<file path="src/rtl/sdseq_pkg.sv">
package sdseq_pkg;
   localparam int PIN_W = 16;
   localparam int DQ_W  = 16;
   localparam int BA_W  = 2;
   localparam int CNT_W = 4;

   typedef struct packed {
      logic cs_n;
      logic ras_n;
      logic cas_n;
      logic we_n;
   } sd_cmd_t;

   localparam sd_cmd_t CMD_NOP = 4'b0111;
   localparam sd_cmd_t CMD_ACT = 4'b0011;
   localparam sd_cmd_t CMD_RD  = 4'b0101;
   localparam sd_cmd_t CMD_WR  = 4'b0100;
   localparam sd_cmd_t CMD_PRE = 4'b0010;
   localparam sd_cmd_t CMD_REF = 4'b0001;
   localparam sd_cmd_t CMD_MRS = 4'b0000;

   typedef enum logic [1:0] {
      SW_NONE = 2'd0,
      SW_MRS  = 2'd1,
      SW_REF  = 2'd2,
      SW_PRE  = 2'd3
   } sw_cmd_e;

   // effective CAS latency, always 2 or 3
   function automatic logic [2:0] eff_cl(input logic fast, input logic [1:0] f);
      if (fast) return (f == 2'd0) ? 3'd2 : 3'd3;
      else      return (f <= 2'd1) ? 3'd2 : 3'd3;
   endfunction

   function automatic logic cl_bad(input logic fast, input logic [1:0] f);
      if (fast) return f >= 2'd2;
      else      return (f == 2'd0) || (f == 2'd3);
   endfunction
endpackage

</file>
<file path="src/rtl/sdseq_timing.sv">
module sdseq_timing
   import sdseq_pkg::*;
(
   input  logic             clk,
   input  logic             rst_n,
   input  logic             fast,
   input  logic [1:0]       rc_f,
   input  logic [1:0]       rp_f,
   input  logic [1:0]       rcd_f,
   input  logic [1:0]       cl_f,
   input  logic             wr,
   input  logic             wr_fast,
   input  logic [1:0]       wr_cl,
   output logic [CNT_W-1:0] t_rp,
   output logic [CNT_W-1:0] t_rcd,
   output logic [CNT_W-1:0] t_rc,
   output logic [2:0]       cl_eff,
   output logic             cl_err
);
   logic [CNT_W-1:0] base;

   always_comb begin
      base   = fast ? CNT_W'(2) : CNT_W'(1);
      t_rp   = CNT_W'(rp_f) + base;
      t_rcd  = CNT_W'(rcd_f) + base;
      t_rc   = CNT_W'(rc_f) + CNT_W'(6);
      cl_eff = eff_cl(fast, cl_f);
   end

   always_ff @(posedge clk or negedge rst_n) begin
      if (!rst_n)                       cl_err <= 1'b0;
      else if (wr && cl_bad(wr_fast, wr_cl)) cl_err <= 1'b1;
   end

   assert_err_sticky_R6: assert property (@(posedge clk) disable iff (!rst_n)
      cl_err |=> cl_err);
   assert_err_on_bad_R6: assert property (@(posedge clk) disable iff (!rst_n)
      (wr && cl_bad(wr_fast, wr_cl)) |=> cl_err);
endmodule

</file>
<file path="src/rtl/sdseq_refresh.sv">
module sdseq_refresh #(
   parameter int CYC_PER_US = 100
) (
   input  logic       clk,
   input  logic       rst_n,
   input  logic       run,
   input  logic       restart,
   input  logic [1:0] sel,
   input  logic       ack,
   output logic       due
);
   localparam int LIM_LONG  = 52 * CYC_PER_US;
   localparam int LIM_MID   = 13 * CYC_PER_US;
   localparam int LIM_SHORT = (13 * CYC_PER_US + 1) / 2;
   localparam int CW        = $clog2(LIM_LONG + 1);

   generate
      if (CYC_PER_US < 1) begin : g_bad_rate
         $error("sdseq_refresh: CYC_PER_US must be at least 1");
      end
   endgenerate

   logic [CW-1:0] cnt, lim;

   always_comb begin
      case (sel)
         2'd0:    lim = CW'(LIM_LONG);
         2'd1:    lim = CW'(LIM_MID);
         default: lim = CW'(LIM_SHORT);
      endcase
   end

   always_ff @(posedge clk or negedge rst_n) begin
      if (!rst_n) begin
         cnt <= '0;
         due <= 1'b0;
      end else if (!run || restart) begin
         cnt <= '0;
         due <= run & due & ~ack;
      end else if (cnt == lim - CW'(1)) begin
         cnt <= '0;
         due <= 1'b1;
      end else begin
         cnt <= cnt + CW'(1);
         if (ack) due <= 1'b0;
      end
   end

   assert_off_no_due_R9: assert property (@(posedge clk) disable iff (!rst_n)
      !run |=> !due);
   assert_due_waits_R10: assert property (@(posedge clk) disable iff (!rst_n)
      (due && !ack && run) |=> due);
endmodule

</file>
<file path="src/rtl/sdseq_fsm.sv">
module sdseq_fsm
   import sdseq_pkg::*;
#(
   parameter int ROW_W = 13,
   parameter int COL_W = 9
) (
   input  logic                        clk,
   input  logic                        rst_n,
   input  logic                        en,
   input  logic                        sw_pend,
   input  logic [1:0]                  sw_kind,
   input  logic [14:0]                 mrs_val,
   input  logic                        ref_due,
   input  logic [CNT_W-1:0]            t_rp,
   input  logic [CNT_W-1:0]            t_rcd,
   input  logic [CNT_W-1:0]            t_rc,
   input  logic [2:0]                  cl_eff,
   input  logic                        req_valid,
   input  logic                        req_we,
   input  logic [BA_W+ROW_W+COL_W-1:0] req_addr,
   input  logic [DQ_W-1:0]             req_wdata,
   input  logic [DQ_W-1:0]             dq_in,
   output logic                        sw_ack,
   output logic                        ref_ack,
   output logic                        req_ready,
   output logic                        rd_valid,
   output logic [DQ_W-1:0]             rd_data,
   output sd_cmd_t                     cmd,
   output logic [PIN_W-1:0]            addr,
   output logic [BA_W-1:0]             ba,
   output logic [1:0]                  dqm,
   output logic [DQ_W-1:0]             dq_out,
   output logic                        dq_oe
);
   localparam int A_W = BA_W + ROW_W + COL_W;
   localparam logic [PIN_W-1:0] AP_BIT = PIN_W'(1) << 10;

   typedef enum logic [1:0] {S_IDLE, S_GAP, S_RW} st_e;

   st_e              st, st_nxt;
   logic [CNT_W-1:0] cnt;
   logic             we_q;
   logic [COL_W-1:0] col_q;
   logic [DQ_W-1:0]  wd_q;
   logic [2:0]       rdl;
   logic             accept;

   assign sw_ack    = (st == S_IDLE) && sw_pend;
   assign ref_ack   = (st == S_IDLE) && !sw_pend && ref_due;
   assign req_ready = (st == S_IDLE) && en && !sw_pend && !ref_due;
   assign accept    = req_ready && req_valid;

   always_ff @(posedge clk or negedge rst_n) begin
      if (!rst_n) begin
         st <= S_IDLE;  st_nxt <= S_IDLE;  cnt <= '0;
         cmd <= CMD_NOP; addr <= '0; ba <= '0; dqm <= 2'b11;
         dq_out <= '0;  dq_oe <= 1'b0;
         we_q <= 1'b0;  col_q <= '0; wd_q <= '0;
         rdl <= '0;     rd_valid <= 1'b0; rd_data <= '0;
      end else begin
         cmd   <= CMD_NOP;
         dq_oe <= 1'b0;
         rd_valid <= 1'b0;
         if (rdl != 3'd0) begin
            rdl <= rdl - 3'd1;
            if (rdl == 3'd1) begin
               rd_valid <= 1'b1;
               rd_data  <= dq_in;
            end
         end
         case (st)
            S_IDLE: begin
               if (sw_pend) begin
                  st <= S_GAP; st_nxt <= S_IDLE;
                  case (sw_kind)
                     SW_PRE:  begin cmd <= CMD_PRE; addr <= AP_BIT; cnt <= t_rp; end
                     SW_REF:  begin cmd <= CMD_REF; cnt <= t_rc; end
                     default: begin
                        cmd <= CMD_MRS; addr <= {mrs_val, 1'b0}; ba <= '0;
                        cnt <= CNT_W'(2);
                     end
                  endcase
               end else if (ref_due) begin
                  cmd <= CMD_REF; cnt <= t_rc; st <= S_GAP; st_nxt <= S_IDLE;
               end else if (accept) begin
                  cmd   <= CMD_ACT;
                  ba    <= req_addr[A_W-1 -: BA_W];
                  addr  <= PIN_W'(req_addr[COL_W +: ROW_W]);
                  dqm   <= 2'b00;
                  we_q  <= req_we;
                  col_q <= req_addr[COL_W-1:0];
                  wd_q  <= req_wdata;
                  cnt   <= t_rcd;
                  st    <= S_GAP; st_nxt <= S_RW;
               end
            end
            S_GAP: begin
               if (cnt <= CNT_W'(2)) begin
                  st <= st_nxt;
                  if (st_nxt == S_IDLE) dqm <= 2'b11;
               end else begin
                  cnt <= cnt - CNT_W'(1);
               end
            end
            default: begin
               addr <= PIN_W'(col_q) | AP_BIT;
               st <= S_GAP; st_nxt <= S_IDLE;
               if (we_q) begin
                  cmd <= CMD_WR; dq_out <= wd_q; dq_oe <= 1'b1;
                  cnt <= t_rp + CNT_W'(1);
               end else begin
                  cmd <= CMD_RD;
                  cnt <= CNT_W'(cl_eff) + t_rp;
                  rdl <= cl_eff + 3'd1;
               end
            end
         endcase
      end
   end

   assert_nop_follows_R4: assert property (@(posedge clk) disable iff (!rst_n)
      (cmd != CMD_NOP) |=> (cmd == CMD_NOP));
   assert_no_ref_in_access_R10: assert property (@(posedge clk) disable iff (!rst_n)
      (st == S_RW) |-> (cmd != CMD_REF));
   assert_rd_pulse_R8: assert property (@(posedge clk) disable iff (!rst_n)
      rd_valid |=> !rd_valid);
endmodule

</file>
<file path="src/rtl/sdram_cmd_seq.sv">
module sdram_cmd_seq
   import sdseq_pkg::*;
#(
   parameter int CYC_PER_US = 100,
   parameter int ROW_W      = 13,
   parameter int COL_W      = 9
) (
   input  logic                        clk,
   input  logic                        rst_n,
   input  logic                        tw_wr,
   input  logic [31:0]                 tw_wdata,
   output logic                        cl_err,
   input  logic                        req_valid,
   output logic                        req_ready,
   input  logic                        req_we,
   input  logic [BA_W+ROW_W+COL_W-1:0] req_addr,
   input  logic [DQ_W-1:0]             req_wdata,
   output logic                        rd_valid,
   output logic [DQ_W-1:0]             rd_data,
   output logic                        sd_cs_n,
   output logic                        sd_ras_n,
   output logic                        sd_cas_n,
   output logic                        sd_we_n,
   output logic [PIN_W-1:0]            sd_addr,
   output logic [BA_W-1:0]             sd_ba,
   output logic [1:0]                  sd_dqm,
   output logic [DQ_W-1:0]             sd_dq_out,
   output logic                        sd_dq_oe,
   input  logic [DQ_W-1:0]             sd_dq_in
);
   generate
      if (ROW_W < 11 || ROW_W > 15) begin : g_bad_row
         $error("sdram_cmd_seq: ROW_W must lie in 11..15");
      end
      if (COL_W < 1 || COL_W > 10) begin : g_bad_col
         $error("sdram_cmd_seq: COL_W must lie in 1..10 to keep pin 10 free");
      end
   endgenerate

   logic [31:0]      tw_q;
   logic             sw_pend, sw_ack, ref_due, ref_ack, en, ref_run;
   logic [1:0]       sw_kind;
   logic [CNT_W-1:0] t_rp, t_rcd, t_rc;
   logic [2:0]       cl_eff;
   sd_cmd_t          cmd;
   logic             unused_tw;

   assign unused_tw = ^{tw_q[13], tw_q[11:8]};
   assign en        = tw_q[31];
   assign ref_run   = en && (tw_q[15:14] != 2'd3);

   always_ff @(posedge clk or negedge rst_n) begin
      if (!rst_n) begin
         tw_q    <= 32'h0000_FFFF;
         sw_pend <= 1'b0;
         sw_kind <= SW_NONE;
      end else begin
         if (tw_wr) tw_q <= tw_wdata;
         if (tw_wr && tw_wdata[10:9] != 2'd0) begin
            sw_pend <= 1'b1;
            sw_kind <= tw_wdata[10:9];
         end else if (sw_ack) begin
            sw_pend <= 1'b0;
         end
      end
   end

   sdseq_timing u_timing (
      .clk(clk), .rst_n(rst_n), .fast(tw_q[12]),
      .rc_f(tw_q[7:6]), .rp_f(tw_q[5:4]), .rcd_f(tw_q[3:2]), .cl_f(tw_q[1:0]),
      .wr(tw_wr), .wr_fast(tw_wdata[12]), .wr_cl(tw_wdata[1:0]),
      .t_rp(t_rp), .t_rcd(t_rcd), .t_rc(t_rc), .cl_eff(cl_eff), .cl_err(cl_err)
   );

   sdseq_refresh #(.CYC_PER_US(CYC_PER_US)) u_refresh (
      .clk(clk), .rst_n(rst_n), .run(ref_run), .restart(tw_wr),
      .sel(tw_q[15:14]), .ack(ref_ack), .due(ref_due)
   );

   sdseq_fsm #(.ROW_W(ROW_W), .COL_W(COL_W)) u_fsm (
      .clk(clk), .rst_n(rst_n), .en(en), .sw_pend(sw_pend), .sw_kind(sw_kind),
      .mrs_val(tw_q[30:16]), .ref_due(ref_due),
      .t_rp(t_rp), .t_rcd(t_rcd), .t_rc(t_rc), .cl_eff(cl_eff),
      .req_valid(req_valid), .req_we(req_we), .req_addr(req_addr),
      .req_wdata(req_wdata), .dq_in(sd_dq_in),
      .sw_ack(sw_ack), .ref_ack(ref_ack), .req_ready(req_ready),
      .rd_valid(rd_valid), .rd_data(rd_data), .cmd(cmd),
      .addr(sd_addr), .ba(sd_ba), .dqm(sd_dqm),
      .dq_out(sd_dq_out), .dq_oe(sd_dq_oe)
   );

   assign {sd_cs_n, sd_ras_n, sd_cas_n, sd_we_n} = cmd;

   assert_mrs_value_R3: assert property (@(posedge clk) disable iff (!rst_n)
      (cmd == CMD_MRS) |-> (sd_addr[15:1] == $past(tw_q[30:16]) && sd_addr[0] == 1'b0));
   assert_ready_needs_en_R11: assert property (@(posedge clk) disable iff (!rst_n)
      req_ready |-> tw_q[31]);
endmodule

</file>
<file path="config.mk">
export PLATFORM = sky130hd
export DESIGN_NAME = sdram_cmd_seq
export DESIGN_NICKNAME = d
export VERILOG_FILES = /design/src/rtl/sdseq_pkg.sv /design/src/rtl/sdseq_timing.sv /design/src/rtl/sdseq_refresh.sv /design/src/rtl/sdseq_fsm.sv /design/src/rtl/sdram_cmd_seq.sv
export SDC_FILE = /design/constraint.sdc
export NUM_CORES = 1
export LEC_CHECK = 0
export ABC_AREA = 1
export BUFFER_PORTS_ARGS = -buffer_cell sky130_fd_sc_hd__buf_2
export CORE_MARGIN = 3
export CORE_UTILIZATION = 37
export DETAILED_ROUTE_END_ITERATION = 8
export PLACE_DENSITY = 0.71
export SYNTH_ARGS = -nofsm -noshare
export SYNTH_HDL_FRONTEND = slang
export SYNTH_SLANG_ARGS = --single-unit
</file>
<file path="constraint.sdc">
create_clock -name clk -period 2.7 [get_ports clk]
set_input_delay 0.54 -clock clk [delete_from_list [all_inputs] [get_ports clk]]
set_output_delay 0.54 -clock clk [all_outputs]
set_load 0.05 [all_outputs]
</file>
== After elaboration in Yosys (flattened, before gate mapping) ==
Index checks and enable logic that the tools add are counted.
Cells by class
  divide/modulo/power cells: 0
  magnitude comparators: 3
  equal/unequal tests: 20
  mux-type cells: 57
  shift-type cells: 0
  add/sub/neg operators: 10
  bitwise gates (word level): 7
  reduce and logical (&&, ||, !) cells: 37
  $mul: 0
Operator list (count)
  $pmux 16 s2: 2
  $mux 16: 3
  $mux 2: 17
  $mux 4: 7
  $mux 13: 2
  $pmux 13 s2: 1
  $pmux 4 s2: 3
  $pmux 2 s2: 4
  $mux 3: 5
  $add 13x1->13 const B: 1
  $eq 13x13->1: 1
  $mux 1: 13
  $sub 13x1->13 const B: 1
  $ne 2x2->1 const B: 6
  $reduce_and 4->1: 3
  $logic_and 1x1->1: 10
  $logic_not 2->1: 5
  $reduce_and 2->1: 5
  $add 2x4->4: 2
  $reduce_bool 2->1: 4
  $eq 2x2->1 const B: 3
  $ne 2x1->1 const B: 3
  $ne 3x3->1 const B: 2
  $reduce_and 6->1: 1
  19 further kinds: 30
Storage, ports and cells
  memories kept: 0
  ROM bits: 0
  memory bits (writable): 0
  register bits: 145
  latch bits: 0

== Depth between registers and ports, before layout ==
  word-level depth: 9
  depth in mapped cells: 11

== By module ==
A second synthesis with hierarchy kept.
Unflattened totals
  cell total of the unflattened synthesis: 797
  area, all modules: 6638.9 sq um
By module, submodules not included
  sdseq_fsm: area each 4339.2 sq um, times used 1, cells each 522
  sdram_cmd_seq: area each 1222.4 sq um, times used 1, cells each 128
  sdseq_refresh: area each 835.8 sq um, times used 1, cells each 112
  sdseq_timing: area each 241.5 sq um, times used 1, cells each 35

== Worst setup path before layout ==
OpenSTA, ideal clock, no wires.
  path kind: flip-flop to flip-flop
  from: register tw_q[12]
  to: register u_fsm.cnt[1]
  path slack: 0.463 ns
  path buffers: 0
  library setup time: 0.132 ns
  required time: 2.568 ns
  arrival: 2.106 ns
  cell stages (with the launch flop): 11
  path through: dfstp_2 inv_1 ha_1 inv_1 fa_1 fa_1 o22ai_1 inv_1 nand2_1 nand2_1 o21ai_0
On the way
  word-level cells in the longest chain between the ends: 6
  elaborated cells between the ends (all ways): 12
  those cells by class: add/sub (4); mux (8)
Ends and longest elaborated chain
  start: declaration: line sdram_cmd_seq.sv:40  | logic [31:0] tw_q;
  start signal: assignment: line sdram_cmd_seq.sv:58  | if (tw_wr) tw_q <= tw_wdata;
  branches (longest 5 deep; another with $add 2x4->4)
  $pmux 4 s2 *: line sdseq_fsm.sv:71  | case (st)
  end signal: assignment: line sdseq_fsm.sv:93  | cnt <= t_rcd;
  end signal: assignment: line sdseq_fsm.sv:102  | cnt <= cnt - CNT_W'(1);
  end signal: assignment: line sdseq_fsm.sv:110  | cnt <= t_rp + CNT_W'(1);
  end: declaration: line sdseq_fsm.sv:41  | logic [CNT_W-1:0] cnt;
Mark *: on every way between the ends. The select of a mux whose other input is x is not followed.
A chain may end at the register's enable or synchronous reset.

== Worst setup path in the final report ==
Same ends and word-level chain as after synthesis.

==> results <==
- Setup repair after global routing left no endpoint under its margin.
- After synthesis, the share of flip-flops with an asynchronous set or reset is 100%.
- The row count is 46.
- The top layer reached by signal wires is met4.
- After clock tree synthesis, the setup repair step added 0 buffers.
- The worst hold margin is 126 ps.
- Of all nets on the critical path, the largest fanout is 4.
- The summed instance area of the synthesized netlist is 6200 um2.
- The count of TritonRoute iterations in the first routing pass is 5.
- The clock-pin slew of the registers on the worst-case setup and hold paths is 60 ps.
- The number of pins with negative max-slew slack in the final report was 0.
- For this block, wires on met1 add up to 7.13 mm.
- The routed design uses 6.81 mm of met2 wire.
- The y dimension of the die is 135 um.
- For this block, the initial DRC count from the detailed router was 269.
- The fraction of the yosys area taken by sequential cells is 55.6%.
- The number of setup violations in the final report is 0.
- The count of hold buffers inserted by post-cts repair is 0.
- The number of H-tree branching levels is 4.
- The required time reported for the critical path endpoint is 2980 ps.
- The most numerous cell type found on the critical path is sky130_fd_sc_hd__inv_1.
- The clock passes through at most 2 buffers.
- The aggregate global routing overflow is 0.
- Yosys mapped a number of flops with a built-in enable equal to 0.
- The run finished with clean final reports.
- The repair_antennas step left the layout with diodes totalling 0.
- The routability-driven placement congestion ratio is 0.858.
- The HPWL after detailed placement is 10.7 mm.
- The effective utilization at floorplan is 38.5%.
- The I/O pin count is 153.
- The most frequently used flop master after synthesis is sky130_fd_sc_hd__dfrtp_1.
- The largest net degree at the start of global routing is 67.
- TritonCTS built the clock tree.
- The maximum frequency from static timing analysis is 421 MHz.
- The total CTS buffers is 17.
- In this run the static leakage power is 0.00411 uW.
- The transition time of the tightest slew-check pin is 670 ps.
- The critical path capture point type is a flop.
- The total of warnings raised by yosys is 0.
- The routed length per instance is 13.1 um.
- The placeable core region is 16100 um2.
- The number of hold violations in the final report is 0.
- The final clock period utilization by the worst path is 87.9%.
- Of the cells placed in the final design, the portion with a size suffix greater than 1 is 23.8%.
- Headroom to the max-slew limit came out at 55.3%.
- The number of antenna violations at the first check in global routing was 0.
- Counting every sink on the clock net gives 137.
- The detailed router placed 5177 vias in this run.
- After detailed routing, the number of vias per cell comes to 4.56.
- The first global-routing pass estimated 24.6 mm of wire.
- The post-detailed-placement cell area is 7160 um2.
- A synthesized cell averages 8.21 um2.
- In this design, the stage delay of the slowest critical-path cell is 560 ps.
- The net count of the finished layout is 1014.
- After detailed routing, the number of remaining DRC violations is 0.
- The overall track demand over capacity in global routing is 16.9%.
- Data arrives at the worst endpoint at 2650 ps.
- The family with the most delay on the worst path is adder cells.
- Yosys mapped the design onto 34 distinct sky130hd cell types.
- The sum of negative setup slack is 0 ps.
- The via count of the first global-routing pass is 4950.
- The post-synth net total is 862.
- The slowest stage of the critical path is the sky130_fd_sc_hd__fa_1 cell.
- The number of gates given a new drive strength after cts is 0.
- Summing internal, switching and leakage power gives 8690 uW.
- The number of maximum-capacitance constraint violations is 0.
- The maximum VDD drop is 0.494 mV.
- In this run the worst setup path begins at tw_q[12].
- The clock latency reported for the late side of the worst-skew pair is 410 ps.
- Relative to the synthesized area, the layout overhead comes to 24.7%.
- The tree is rooted in a sky130_fd_sc_hd__clkbuf_16.
- Synthesis produced a netlist whose cell count is 755.
- The routed wire length is 14.9 mm.
- Together, buffers and inverters on the worst path number 3.
- The post-synthesis sequential element count is 137.
- The time the worst path needs with I/O delays and setup is 2370 ps.
- The die covers 18300 um2.
- In this run the remaining antenna-violating nets after routing total 0.
- The critical setup path kind is reg -> reg.
- The routed design uses 760 um of met3 wire.
- The power density over cell area is 1120 nW/um2.
- The overall die width is 135 um.
- The final standard cell utilization of the core is 48.0%.
- Once layout is done, the placed cells without fillers occupy 7730 um2.
- The count of buffers added on input and output ports is 148.
- The startpoint of the worst register-to-register path is tw_q[12].
- Traced cell by cell, the critical path runs through inv_1 > ha_1 > inv_1 > fa_1 > fa_1 > o22ai_1 > inv_1 > nand2_1 > nand2_1 > o21ai_0.
- For the final database, setup skew stands at 6.14 ps.
- STA classifies the critical path startpoint as a flop.
- The class of the worst hold path is in -> async.
flip-flops by register name (all words and copies together) (netlist names), 2 cells and up:
signal	cells
u_fsm.rd_data	16
u_fsm.rdl	3
sw_kind	2
u_fsm.ba	2
u_refresh.cnt	13
tw_q	27
u_fsm.cmd	3
u_fsm.dq_out	16
u_fsm.wd_q	16
u_fsm.st	2
u_fsm.col_q	9
u_fsm.cnt	4
u_fsm.addr	16
per-stage QoR:
stage	std cells	worst slack [ps]
global placement	1104	378
floorplan	755	463
finish	1136	326
detailed placement	1104	338
global route	1136	128
CTS	1136	332
power by group:
| part | switching [uW] | internal (uW) | leakage [uW] | total (uW) |
|---|---|---|---|---|
| clock network | 856 | 1340 | 0.000273 | 2200 |
| logic | 2520 | 908 | 0.00214 | 3430 |
| registers | 342 | 2720 | 0.00170 | 3070 |
| total | 3720 | 4970 | 0.00411 | 8690 |
Yosys cell counts (3+ instances only):
cell type / number / area share [%]
sky130_fd_sc_hd__buf_4: 5 / 0.61
sky130_fd_sc_hd__ha_1: 11 / 2.2
sky130_fd_sc_hd__inv_1: 59 / 3.6
sky130_fd_sc_hd__dfrtp_1: 122 / 49
sky130_fd_sc_hd__xor2_1: 4 / 0.57
sky130_fd_sc_hd__nand3_1: 27 / 2.2
sky130_fd_sc_hd__o21ai_1: 9 / 0.73
sky130_fd_sc_hd__a22oi_1: 4 / 0.48
sky130_fd_sc_hd__buf_2: 4 / 0.32
sky130_fd_sc_hd__nand2_2: 3 / 0.30
sky130_fd_sc_hd__nor3_1: 6 / 0.48
sky130_fd_sc_hd__nand2_1: 346 / 21
sky130_fd_sc_hd__dfstp_2: 15 / 6.4
sky130_fd_sc_hd__clkbuf_1: 12 / 0.73
sky130_fd_sc_hd__buf_6: 3 / 0.54
sky130_fd_sc_hd__nor2_2: 4 / 0.40
sky130_fd_sc_hd__nor2_1: 37 / 2.2
sky130_fd_sc_hd__o21ai_0: 45 / 3.6
sky130_fd_sc_hd__inv_2: 5 / 0.30
sky130_fd_sc_hd__fa_1: 3 / 0.97
sky130_fd_sc_hd__a21oi_1: 13 / 1.0
worst reg2reg max path: cells and delay by family (launching register included):
kind	cells	cell delay, ps
buf+inv	3	210
compound gates	2	150
simple gates	2	90
flops	1	550
fa+ha+maj	3	1240
cell families after synthesis:
| kind of cell | share of synthesized area [%] |
|---|---|
| and+or+nand+nor | 27.2 |
| DFF | 55.6 |
| buffers and inverters | 6.20 |
| AOI/OAI and AO/OA | 7.23 |
| adders and majority gates | 3.19 |
| xor gates and xnor gates | 0.565 |
| other | 0.0605 |
routing by layer:
layer | vias up | GRT usage [%]
met5 | - | 0
met4 | 0 | 5.66
met3 | 8 | 3.83
met2 | 158 | 25.6
met1 | 2349 | 24.1
li1 | 2662 | -
cell type report:
cell class              instances  area [um2]
inverters                      66         248
flip-flops and latches        137        3450
well taps                     216         270
clock inverters                10        93.8
multi-input cells             528        2370
clock buffers                  22         474
repair buffers                157         827
fillers                      1595        8390
cells in the final DEF, fill, tap and decap left out, types with 2 or more instances in the layout:
cell type and n:
sky130_fd_sc_hd__o21bai_1 2, sky130_fd_sc_hd__buf_4 8, sky130_fd_sc_hd__a22oi_1 4, sky130_fd_sc_hd__clkbuf_16 17, sky130_fd_sc_hd__clkbuf_8 3, sky130_fd_sc_hd__o21ai_0 45, sky130_fd_sc_hd__clkbuf_1 2, sky130_fd_sc_hd__o211ai_1 2
sky130_fd_sc_hd__nand4_1 2, sky130_fd_sc_hd__fa_1 3, sky130_fd_sc_hd__nor2_1 37, sky130_fd_sc_hd__clkinvlp_4 3, sky130_fd_sc_hd__nand2_1 346, sky130_fd_sc_hd__o22ai_1 2, sky130_fd_sc_hd__clkinv_2 3, sky130_fd_sc_hd__buf_2 147
sky130_fd_sc_hd__dfrtp_1 122, sky130_fd_sc_hd__nand2_2 3, sky130_fd_sc_hd__inv_6 2, sky130_fd_sc_hd__xor2_1 4, sky130_fd_sc_hd__o21ai_1 9, sky130_fd_sc_hd__nand3_1 27, sky130_fd_sc_hd__ha_1 11, sky130_fd_sc_hd__inv_1 59
sky130_fd_sc_hd__nor3_1 6, sky130_fd_sc_hd__nor2_2 4, sky130_fd_sc_hd__inv_2 5, sky130_fd_sc_hd__dfstp_2 15, sky130_fd_sc_hd__a21oi_1 13, sky130_fd_sc_hd__clkinv_1 2
final timing paths:
kind                                    end  slack [ps]  cells after the start
max in group asynchronous      u_fsm.dqm[0]        1780                      2
hold / removal             u_refresh.cnt[3]         130                      1
setup / recovery               u_fsm.cnt[1]         330                     10
setup reg to reg               u_fsm.cnt[1]         330                     10
hold reg to reg                     tw_q[4]         460                      2
min in group clk             u_fsm.col_q[2]         320                      3
Power figures use the tool's default switching activity.
